## src/rtl/keysw_pkg.sv

```systemverilog
package keysw_pkg;

  typedef enum logic [1:0] {
    ADDR_CTRL   = 2'd0,
    ADDR_RPT    = 2'd1,
    ADDR_STATUS = 2'd2,
    ADDR_NONE   = 2'd3
  } reg_addr_e;

  typedef struct packed {
    logic off_ie;
    logic nmi_en;
    logic pwr_ie;
    logic rpt_ie;
    logic on_ie;
    logic key_en;
  } ctrl_t;

  typedef struct packed {
    logic off;
    logic pwr;
    logic rpt;
    logic on;
  } flags_t;

  localparam ctrl_t      CTRL_RST = ctrl_t'(6'h20);
  localparam logic [7:0] RPT_RST  = 8'h01;

endpackage

```

## src/rtl/keysw_debounce.sv

```systemverilog
module keysw_debounce #(
  parameter int unsigned DB_MS = 20
) (
  input  logic clk_i,
  input  logic rst_ni,
  input  logic tick_i,
  input  logic raw_i,
  output logic level_o,
  output logic rise_o,
  output logic fall_o
);
  localparam int unsigned CW = $clog2(DB_MS + 1);

  logic          s1_q, s2_q;
  logic [CW-1:0] cnt_q;

  always_ff @(posedge clk_i or negedge rst_ni) begin
    if (!rst_ni) begin
      s1_q    <= 1'b0;
      s2_q    <= 1'b0;
      cnt_q   <= '0;
      level_o <= 1'b0;
      rise_o  <= 1'b0;
      fall_o  <= 1'b0;
    end else begin
      s1_q   <= raw_i;
      s2_q   <= s1_q;
      rise_o <= 1'b0;
      fall_o <= 1'b0;
      if (s2_q == level_o) begin
        cnt_q <= '0;
      end else if (tick_i) begin
        if (cnt_q == CW'(DB_MS - 1)) begin
          cnt_q   <= '0;
          level_o <= s2_q;
          rise_o  <= s2_q;
          fall_o  <= ~s2_q;
        end else begin
          cnt_q <= cnt_q + 1'b1;
        end
      end
    end
  end
endmodule

```

## src/rtl/keysw_repeat.sv

```systemverilog
module keysw_repeat #(
  parameter int unsigned PW = 9
) (
  input  logic          clk_i,
  input  logic          rst_ni,
  input  logic          tick_i,
  input  logic          run_i,
  input  logic [PW-1:0] period_i,
  output logic          fire_o
);
  logic [PW-1:0] cnt_q;
  logic          wrap;

  assign wrap   = (cnt_q == period_i - 1'b1);
  assign fire_o = run_i & tick_i & wrap;

  always_ff @(posedge clk_i or negedge rst_ni) begin
    if (!rst_ni)     cnt_q <= '0;
    else if (!run_i) cnt_q <= '0;
    else if (tick_i) cnt_q <= wrap ? '0 : cnt_q + 1'b1;
  end
endmodule

```

## src/rtl/keysw_pwr_btn.sv

```systemverilog
module keysw_pwr_btn #(
  parameter int unsigned ON_MS   = 500,
  parameter int unsigned FLAG_MS = 2000,
  parameter int unsigned OFF_MS  = 4000,
  parameter bit          PWR_RST = 1'b1
) (
  input  logic clk_i,
  input  logic rst_ni,
  input  logic tick_i,
  input  logic btn_i,
  output logic sys_pwr_o,
  output logic long_o,
  output logic held_o
);
  localparam int unsigned CW = $clog2(OFF_MS + 1);

  logic          s1_q, s2_q, from_on_q;
  logic [CW-1:0] cnt_q;
  logic          hit_on, hit_flag, hit_off;

  assign held_o   = s2_q;
  assign hit_on   = s2_q & tick_i & (cnt_q == CW'(ON_MS - 1));
  assign hit_flag = s2_q & tick_i & (cnt_q == CW'(FLAG_MS - 1));
  assign hit_off  = s2_q & tick_i & (cnt_q == CW'(OFF_MS - 1));
  assign long_o   = hit_flag & from_on_q;

  always_ff @(posedge clk_i or negedge rst_ni) begin
    if (!rst_ni) begin
      s1_q      <= 1'b0;
      s2_q      <= 1'b0;
      cnt_q     <= '0;
      from_on_q <= PWR_RST;
      sys_pwr_o <= PWR_RST;
    end else begin
      s1_q <= btn_i;
      s2_q <= s1_q;
      // power state seen at press start fixes the meaning of the whole hold
      if (!s2_q) from_on_q <= sys_pwr_o;
      if (!s2_q) cnt_q <= '0;
      else if (tick_i && cnt_q != CW'(OFF_MS)) cnt_q <= cnt_q + 1'b1;
      if (hit_on && !from_on_q)     sys_pwr_o <= 1'b1;
      else if (hit_off && from_on_q) sys_pwr_o <= 1'b0;
    end
  end
endmodule

```

## src/rtl/keysw_ctrl.sv

```systemverilog
module keysw_ctrl
  import keysw_pkg::*;
#(
  parameter int unsigned NUM_KEYS     = 4,
  parameter int unsigned DEBOUNCE_MS  = 20,
  parameter int unsigned RPT_BASE_MS  = 100,
  parameter int unsigned RPT_STEP_MS  = 50,
  parameter int unsigned PWR_ON_MS    = 500,
  parameter int unsigned PWR_FLAG_MS  = 2000,
  parameter int unsigned PWR_OFF_MS   = 4000,
  parameter bit          PWR_AT_RESET = 1'b1
) (
  input  logic                clk_i,
  input  logic                rst_ni,
  input  logic                tick_ms_i,
  input  logic [NUM_KEYS-1:0] keys_i,
  input  logic                pwr_btn_i,
  input  logic                reg_wr_i,
  input  logic [1:0]          reg_addr_i,
  input  logic [7:0]          reg_wdata_i,
  output logic [7:0]          reg_rdata_o,
  output logic                sys_pwr_o,
  output logic                irq_o,
  output logic                nmi_o
);
  localparam int unsigned RPT_MAX_MS = RPT_BASE_MS + 7 * RPT_STEP_MS;
  localparam int unsigned RPT_W      = $clog2(RPT_MAX_MS + 1);

  ctrl_t               ctrl_q;
  logic [7:0]          rpt_sel_q;
  flags_t              flag_q, flag_set;
  logic                key_en, pwr_long, btn_held;
  logic [RPT_W-1:0]    period;
  logic [NUM_KEYS-1:0] lvl, rise, fall, fire;

  assign key_en = ctrl_q.key_en;

  // lowest set select bit wins; empty select falls back to the base period
  always_comb begin
    period = RPT_W'(RPT_BASE_MS);
    for (int i = 7; i >= 0; i--)
      if (rpt_sel_q[i]) period = RPT_W'(RPT_BASE_MS + 32'(i) * RPT_STEP_MS);
  end

  for (genvar k = 0; k < NUM_KEYS; k++) begin : g_key
    keysw_debounce #(.DB_MS(DEBOUNCE_MS)) u_db (
      .clk_i  (clk_i),
      .rst_ni (rst_ni),
      .tick_i (tick_ms_i),
      .raw_i  (keys_i[k]),
      .level_o(lvl[k]),
      .rise_o (rise[k]),
      .fall_o (fall[k])
    );
    keysw_repeat #(.PW(RPT_W)) u_rpt (
      .clk_i   (clk_i),
      .rst_ni  (rst_ni),
      .tick_i  (tick_ms_i),
      .run_i   (lvl[k] & key_en),
      .period_i(period),
      .fire_o  (fire[k])
    );
  end

  keysw_pwr_btn #(
    .ON_MS  (PWR_ON_MS),
    .FLAG_MS(PWR_FLAG_MS),
    .OFF_MS (PWR_OFF_MS),
    .PWR_RST(PWR_AT_RESET)
  ) u_pwr (
    .clk_i    (clk_i),
    .rst_ni   (rst_ni),
    .tick_i   (tick_ms_i),
    .btn_i    (pwr_btn_i),
    .sys_pwr_o(sys_pwr_o),
    .long_o   (pwr_long),
    .held_o   (btn_held)
  );

  always_comb begin
    flag_set.on  = key_en & (|rise);
    flag_set.off = key_en & (|fall);
    flag_set.rpt = |fire;
    flag_set.pwr = pwr_long;
  end

  always_ff @(posedge clk_i or negedge rst_ni) begin
    if (!rst_ni) begin
      ctrl_q    <= CTRL_RST;
      rpt_sel_q <= RPT_RST;
      flag_q    <= '0;
    end else begin
      if (reg_wr_i && reg_addr_i == ADDR_CTRL) ctrl_q    <= ctrl_t'(reg_wdata_i[5:0]);
      if (reg_wr_i && reg_addr_i == ADDR_RPT)  rpt_sel_q <= reg_wdata_i;
      if (reg_wr_i && reg_addr_i == ADDR_STATUS)
        flag_q <= (flag_q & flags_t'(reg_wdata_i[3:0])) | flag_set;
      else
        flag_q <= flag_q | flag_set;
    end
  end

  always_comb begin
    unique case (reg_addr_i)
      ADDR_CTRL:   reg_rdata_o = {2'b00, ctrl_q};
      ADDR_RPT:    reg_rdata_o = rpt_sel_q;
      ADDR_STATUS: reg_rdata_o = {4'h0, flag_q};
      default:     reg_rdata_o = 8'h00;
    endcase
  end

  assign irq_o = (flag_q.on  & ctrl_q.on_ie)  | (flag_q.rpt & ctrl_q.rpt_ie) |
                 (flag_q.pwr & ctrl_q.pwr_ie) | (flag_q.off & ctrl_q.off_ie);
  assign nmi_o = flag_q.pwr & ctrl_q.nmi_en;

endmodule

```

## config.mk

```make
export PLATFORM = sky130hd
export DESIGN_NAME = keysw_ctrl
export DESIGN_NICKNAME = d
export VERILOG_FILES = /design/src/rtl/keysw_pkg.sv /design/src/rtl/keysw_debounce.sv /design/src/rtl/keysw_repeat.sv /design/src/rtl/keysw_pwr_btn.sv /design/src/rtl/keysw_ctrl.sv
export SDC_FILE = /design/constraint.sdc
export NUM_CORES = 1
export LEC_CHECK = 0
export ABC_AREA = 1
export BUFFER_PORTS_ARGS = -buffer_cell sky130_fd_sc_hd__buf_2
export CORE_UTILIZATION = 40
export CTS_CLUSTER_DIAMETER = 60
export DETAILED_ROUTE_END_ITERATION = 7
export GPL_TIMING_DRIVEN = 0
export SLEW_MARGIN = 20
export SYNTH_ARGS = -nofsm -noshare
export SYNTH_HDL_FRONTEND = slang
export SYNTH_HIERARCHICAL = 1
export SYNTH_SLANG_ARGS = --single-unit
export TNS_END_PERCENT = 20
```

## constraint.sdc

```tcl
create_clock -name clk_i -period 3.84 [get_ports clk_i]
set_input_delay 0.96 -clock clk_i [delete_from_list [all_inputs] [get_ports clk_i]]
set_output_delay 0.96 -clock clk_i [all_outputs]
set_load 0.01 [all_outputs]
```

==> impl_metrics.json <==
{
  "post_synth.cell_area_avg_um2": 6.80,
  "regToRegStartpoint": "rpt_sel_q[5]",
  "layout-drive-gt1-share": 0.117,
  "timing.critical_path.arrival_ns": 3.67,
  "grt_pass1_vias": 5908,
  "htreeDepth": 3,
  "io_buffer_count": 29,
  "area_delta_synth_final_pct": 11.1,
  "power_density_nw_per_um2": 350,
  "final_cell_count_no_fill": 1366,
  "gpl.final_weighted_congestion": 0.818,
  "clockBufferDepth": 2,
  "setup-violations-final": 0,
  "yosys_warnings": 6,
  "synth_register_bits": 110,
  "rsz0062_at_grt": "no",
  "initial_antenna_violation_count": 0,
  "leakage_power_of_the_design_nw": 4.16,
  "max_clock_freq_mhz": 290,
  "clockRootBuffer": "sky130_fd_sc_hd__clkbuf_16",
  "cts_inserted_buffers": 9,
  "tritoncts_num_sinks": 110,
  "core_area_um2": 18000,
  "syn_inst": 1082,
  "report.final.slew_viol_count": 0,
  "r2r_slack_ns": 0.39,
  "placedCellCount": 1350,
  "timing.critical_path.mode_cell": "sky130_fd_sc_hd__nand2_1",
  "min_to": "g_key[2].u_db/s2_q",
  "pin_count": 30,
  "wl_um": 16200,
  "drv.max_cap_violation_count": 0,
  "critical_path_class": "register to register",
  "transition_time_at_the_pin_with_the_least_slew_margin_ns": 1.05,
  "place.detailed.hpwl_um": 11800,
  "vias": 6564,
  "fp-row-count": 49,
  "worst_setup_skew_after_layout_ns": 0.0107,
  "worst_hold_path_type": "register to register",
  "wl_per_cell_um": 11.9,
  "first_pass_grt_wire_length_um": 28200,
  "worstPathRequired_ns": 4.06,
  "reg2reg_depth": 18,
  "path_clk_slew_ns": 0.08,
  "timing.critical_path.fanout_max": 10,
  "min_from": "g_key[2].u_db/s1_q",
  "clkLatencyLatePin_ns": 0.36,
  "initial_utilization": 0.408,
  "worst_path_cell_with_the_longest_stage_delay": "sky130_fd_sc_hd__a21oi_1",
  "hold_violations": 0,
  "die-height_um": 138,
  "synth_async_sr_flop_share": 1.00,
  "r2r_end": "flag_q[1]",
  "netlist_area_um2": 7360,
  "met3WireLength_um": 476,
  "status": "finished, final reports clean",
  "ys.flop_type": "sky130_fd_sc_hd__dfrtp_1",
  "crit_path_cell_trace": "inv_1 -> nand2_1 -> nand3_1 -> nand2_1 -> nand2_1 -> a21oi_1 -> inv_1 -> ha_1 -> nand2_1 -> nand3_1 -> nand2_1 -> nor2_1 -> nand3_1 -> nor2_1 -> nand2_2 -> nor2_1 -> nor4_1 -> nand2_1",
  "wl_met1_um": 8270,
  "worst_slew_margin_rel": 0.300,
  "timing.critical_path.max_delay_family": "simple AND/OR/NAND/NOR gates",
  "endpoint_kind": "register",
  "period_minus_slack_ns": 3.45,
  "fin_total_pwr_mw": 2.86,
  "finalCoreUtilization": 0.454,
  "crit_path_max_incr_delay_ns": 0.80,
  "fin_ws_ns": 0.388,
  "cts_post_setup_buffers_inserted": 0,
  "detail_route.iter0.violations": 297,
  "cts_tree": "built",
  "post_cts_hold_buffer_count": 0,
  "vias_per_cell": 4.81,
  "synth_seq_area_share": 0.375,
  "power.ir.vdd_worst_mv": 0.240,
  "die_x_um": 138,
  "first_pass_iters": 5,
  "hold-path-cell-count": 0,
  "topRoutingLayerUsed": "met4",
  "finalNetCount": 1165,
  "detail-route-antenna-nets": 0,
  "grt_use_total": 0.187,
  "grt_start_max_net_pins": 74,
  "yosys.cell_types.count": 38,
  "floorplan.die_area_um2": 18900,
  "final_min_period_over_clock_period": 0.899,
  "synth_enable_flop_cells": 0,
  "critical_path_buf_inv_count": 2,
  "startpoint_type": "register",
  "insertedDiodeCount": 0,
  "cts.repair.resized": 0,
  "preCtsSetupSlack_ns": 0.457,
  "detail_route.drc_violations": 0,
  "grt_overflow_total": 0,
  "wl_met2_um": 7320
}
cell usage in the layout, fill, tap and decap left out, types with 7 or more instances in the layout:
master and count:
sky130_fd_sc_hd__xnor2_1 12, sky130_fd_sc_hd__nand2_1 413, sky130_fd_sc_hd__nor2_1 97, sky130_fd_sc_hd__ha_1 14, sky130_fd_sc_hd__nor2_2 18, sky130_fd_sc_hd__buf_2 30, sky130_fd_sc_hd__nor2_4 9, sky130_fd_sc_hd__dfrtp_1 106
sky130_fd_sc_hd__a21oi_1 30, sky130_fd_sc_hd__o21ai_2 9, sky130_fd_sc_hd__clkbuf_16 9, sky130_fd_sc_hd__inv_1 127, sky130_fd_sc_hd__nand3_1 87, sky130_fd_sc_hd__xor2_1 18, sky130_fd_sc_hd__nand4_1 27, sky130_fd_sc_hd__o21ai_1 11
sky130_fd_sc_hd__o21ai_0 19, sky130_fd_sc_hd__nor3_1 15, sky130_fd_sc_hd__a21oi_2 7, sky130_fd_sc_hd__conb_1 8, sky130_fd_sc_hd__nand2_2 17, sky130_fd_sc_hd__buf_6 10
where the power goes:
group	switching, mW	internal, mW	total (mW)
sequential	0.0351	1.20	1.23
clock	0.473	0.461	0.933
combinational	0.460	0.232	0.692
cells in the mapped netlist, types with 2 or more instances:
cell                       number  area share
sky130_fd_sc_hd__o21ai_0       19       0.013
sky130_fd_sc_hd__o21a_1         4      0.0041
sky130_fd_sc_hd__or2_2          2      0.0017
sky130_fd_sc_hd__inv_2          4      0.0020
sky130_fd_sc_hd__nand2_1      413        0.21
sky130_fd_sc_hd__nand4_1       27       0.023
sky130_fd_sc_hd__a21oi_2        6      0.0071
sky130_fd_sc_hd__a21oi_1       31       0.021
sky130_fd_sc_hd__nor2_4         9       0.014
sky130_fd_sc_hd__o211ai_1       3      0.0031
sky130_fd_sc_hd__o31ai_1        2      0.0020
sky130_fd_sc_hd__xor2_1        18       0.021
sky130_fd_sc_hd__nor2_2        18       0.015
sky130_fd_sc_hd__nor3_1        15       0.010
sky130_fd_sc_hd__dfstp_2        4       0.014
sky130_fd_sc_hd__dfrtp_1      106        0.36
sky130_fd_sc_hd__nor4_1         2      0.0017
sky130_fd_sc_hd__inv_1        127       0.065
sky130_fd_sc_hd__o21ai_2        9       0.011
sky130_fd_sc_hd__nand3_1       87       0.059
sky130_fd_sc_hd__o21bai_1       3      0.0031
sky130_fd_sc_hd__ha_1          14       0.024
sky130_fd_sc_hd__o21ai_1       11      0.0075
sky130_fd_sc_hd__xnor2_1       12       0.014
sky130_fd_sc_hd__nor2_1        97       0.049
sky130_fd_sc_hd__nand3_2        4      0.0054
sky130_fd_sc_hd__nand2_2       17       0.014
sky130_fd_sc_hd__buf_2          2      0.0014
sky130_fd_sc_hd__buf_6          7       0.011
per-layer routing:
| metal | up-vias | track usage |
|---|---|---|
| met5 | - | 0 |
| met4 | 0 | 0.0446 |
| met3 | 9 | 0.0269 |
| met2 | 84 | 0.294 |
| met1 | 2970 | 0.267 |
| li1 | 3501 | - |
flip-flops by register name, indices dropped and copies added, names as in the netlist, 4 cells and up:
signal / count
g_key.u_db/cnt_q: 20
g_key.u_db/rise_o: 4
ctrl_q: 5
g_key.u_rpt/cnt_q: 36
g_key.u_db/s1_q: 4
g_key.u_db/level_o: 4
u_pwr/cnt_q: 12
flag_q: 4
g_key.u_db/fall_o: 4
g_key.u_db/s2_q: 4
rpt_sel_q: 8
cells by family (layout without fill, tap and decap cells):
group,count (synthesis),count (layout),share of synthesized area
flip-flops,110,110,0.375
XOR/XNOR,30,30,0.0357
buffers and inverters,141,189,0.0794
adder cells (fa/ha/maj),14,14,0.0238
AND/OR/NAND/NOR,695,695,0.411
AO/OA/AOI/OAI,91,91,0.0750
other,1,8,0.000510
area by class of cell:
type	instances	area, um2
Buffer	10	92.6
Fill cell	1878	9850
Tap cell	229	287
Sequential cell	110	2760
Inverter	131	492
Timing Repair Buffer	32	201
Clock inverter	6	68.8
Multi-Input combinational cell	838	4050
Clock buffer	10	229
worst max path at each step:
stage | startpoint | endpoint | cells after the start
6_report | rpt_sel_q[5] | flag_q[1] | 18
5_1_grt | rpt_sel_q[5] | flag_q[1] | 18
4_1_cts | rpt_sel_q[5] | flag_q[1] | 18
3_5_place_dp | rpt_sel_q[5] | flag_q[1] | 18
3_3_place_gp | rpt_sel_q[1] | flag_q[1] | 13
2_1_floorplan | rpt_sel_q[1] | flag_q[1] | 13
metrics by stage:
stage	hold slack, ns	area [um2]	TNS, ns
after detailed placement	0.336	7880	0
after global routing	0.363	8180	0
after floorplan	0.331	7380	0
after global placement	0.333	7820	-0.274
after CTS	0.360	8180	0
final	0.354	8180	0
Note: power is estimated with default switching activity, not from simulation.
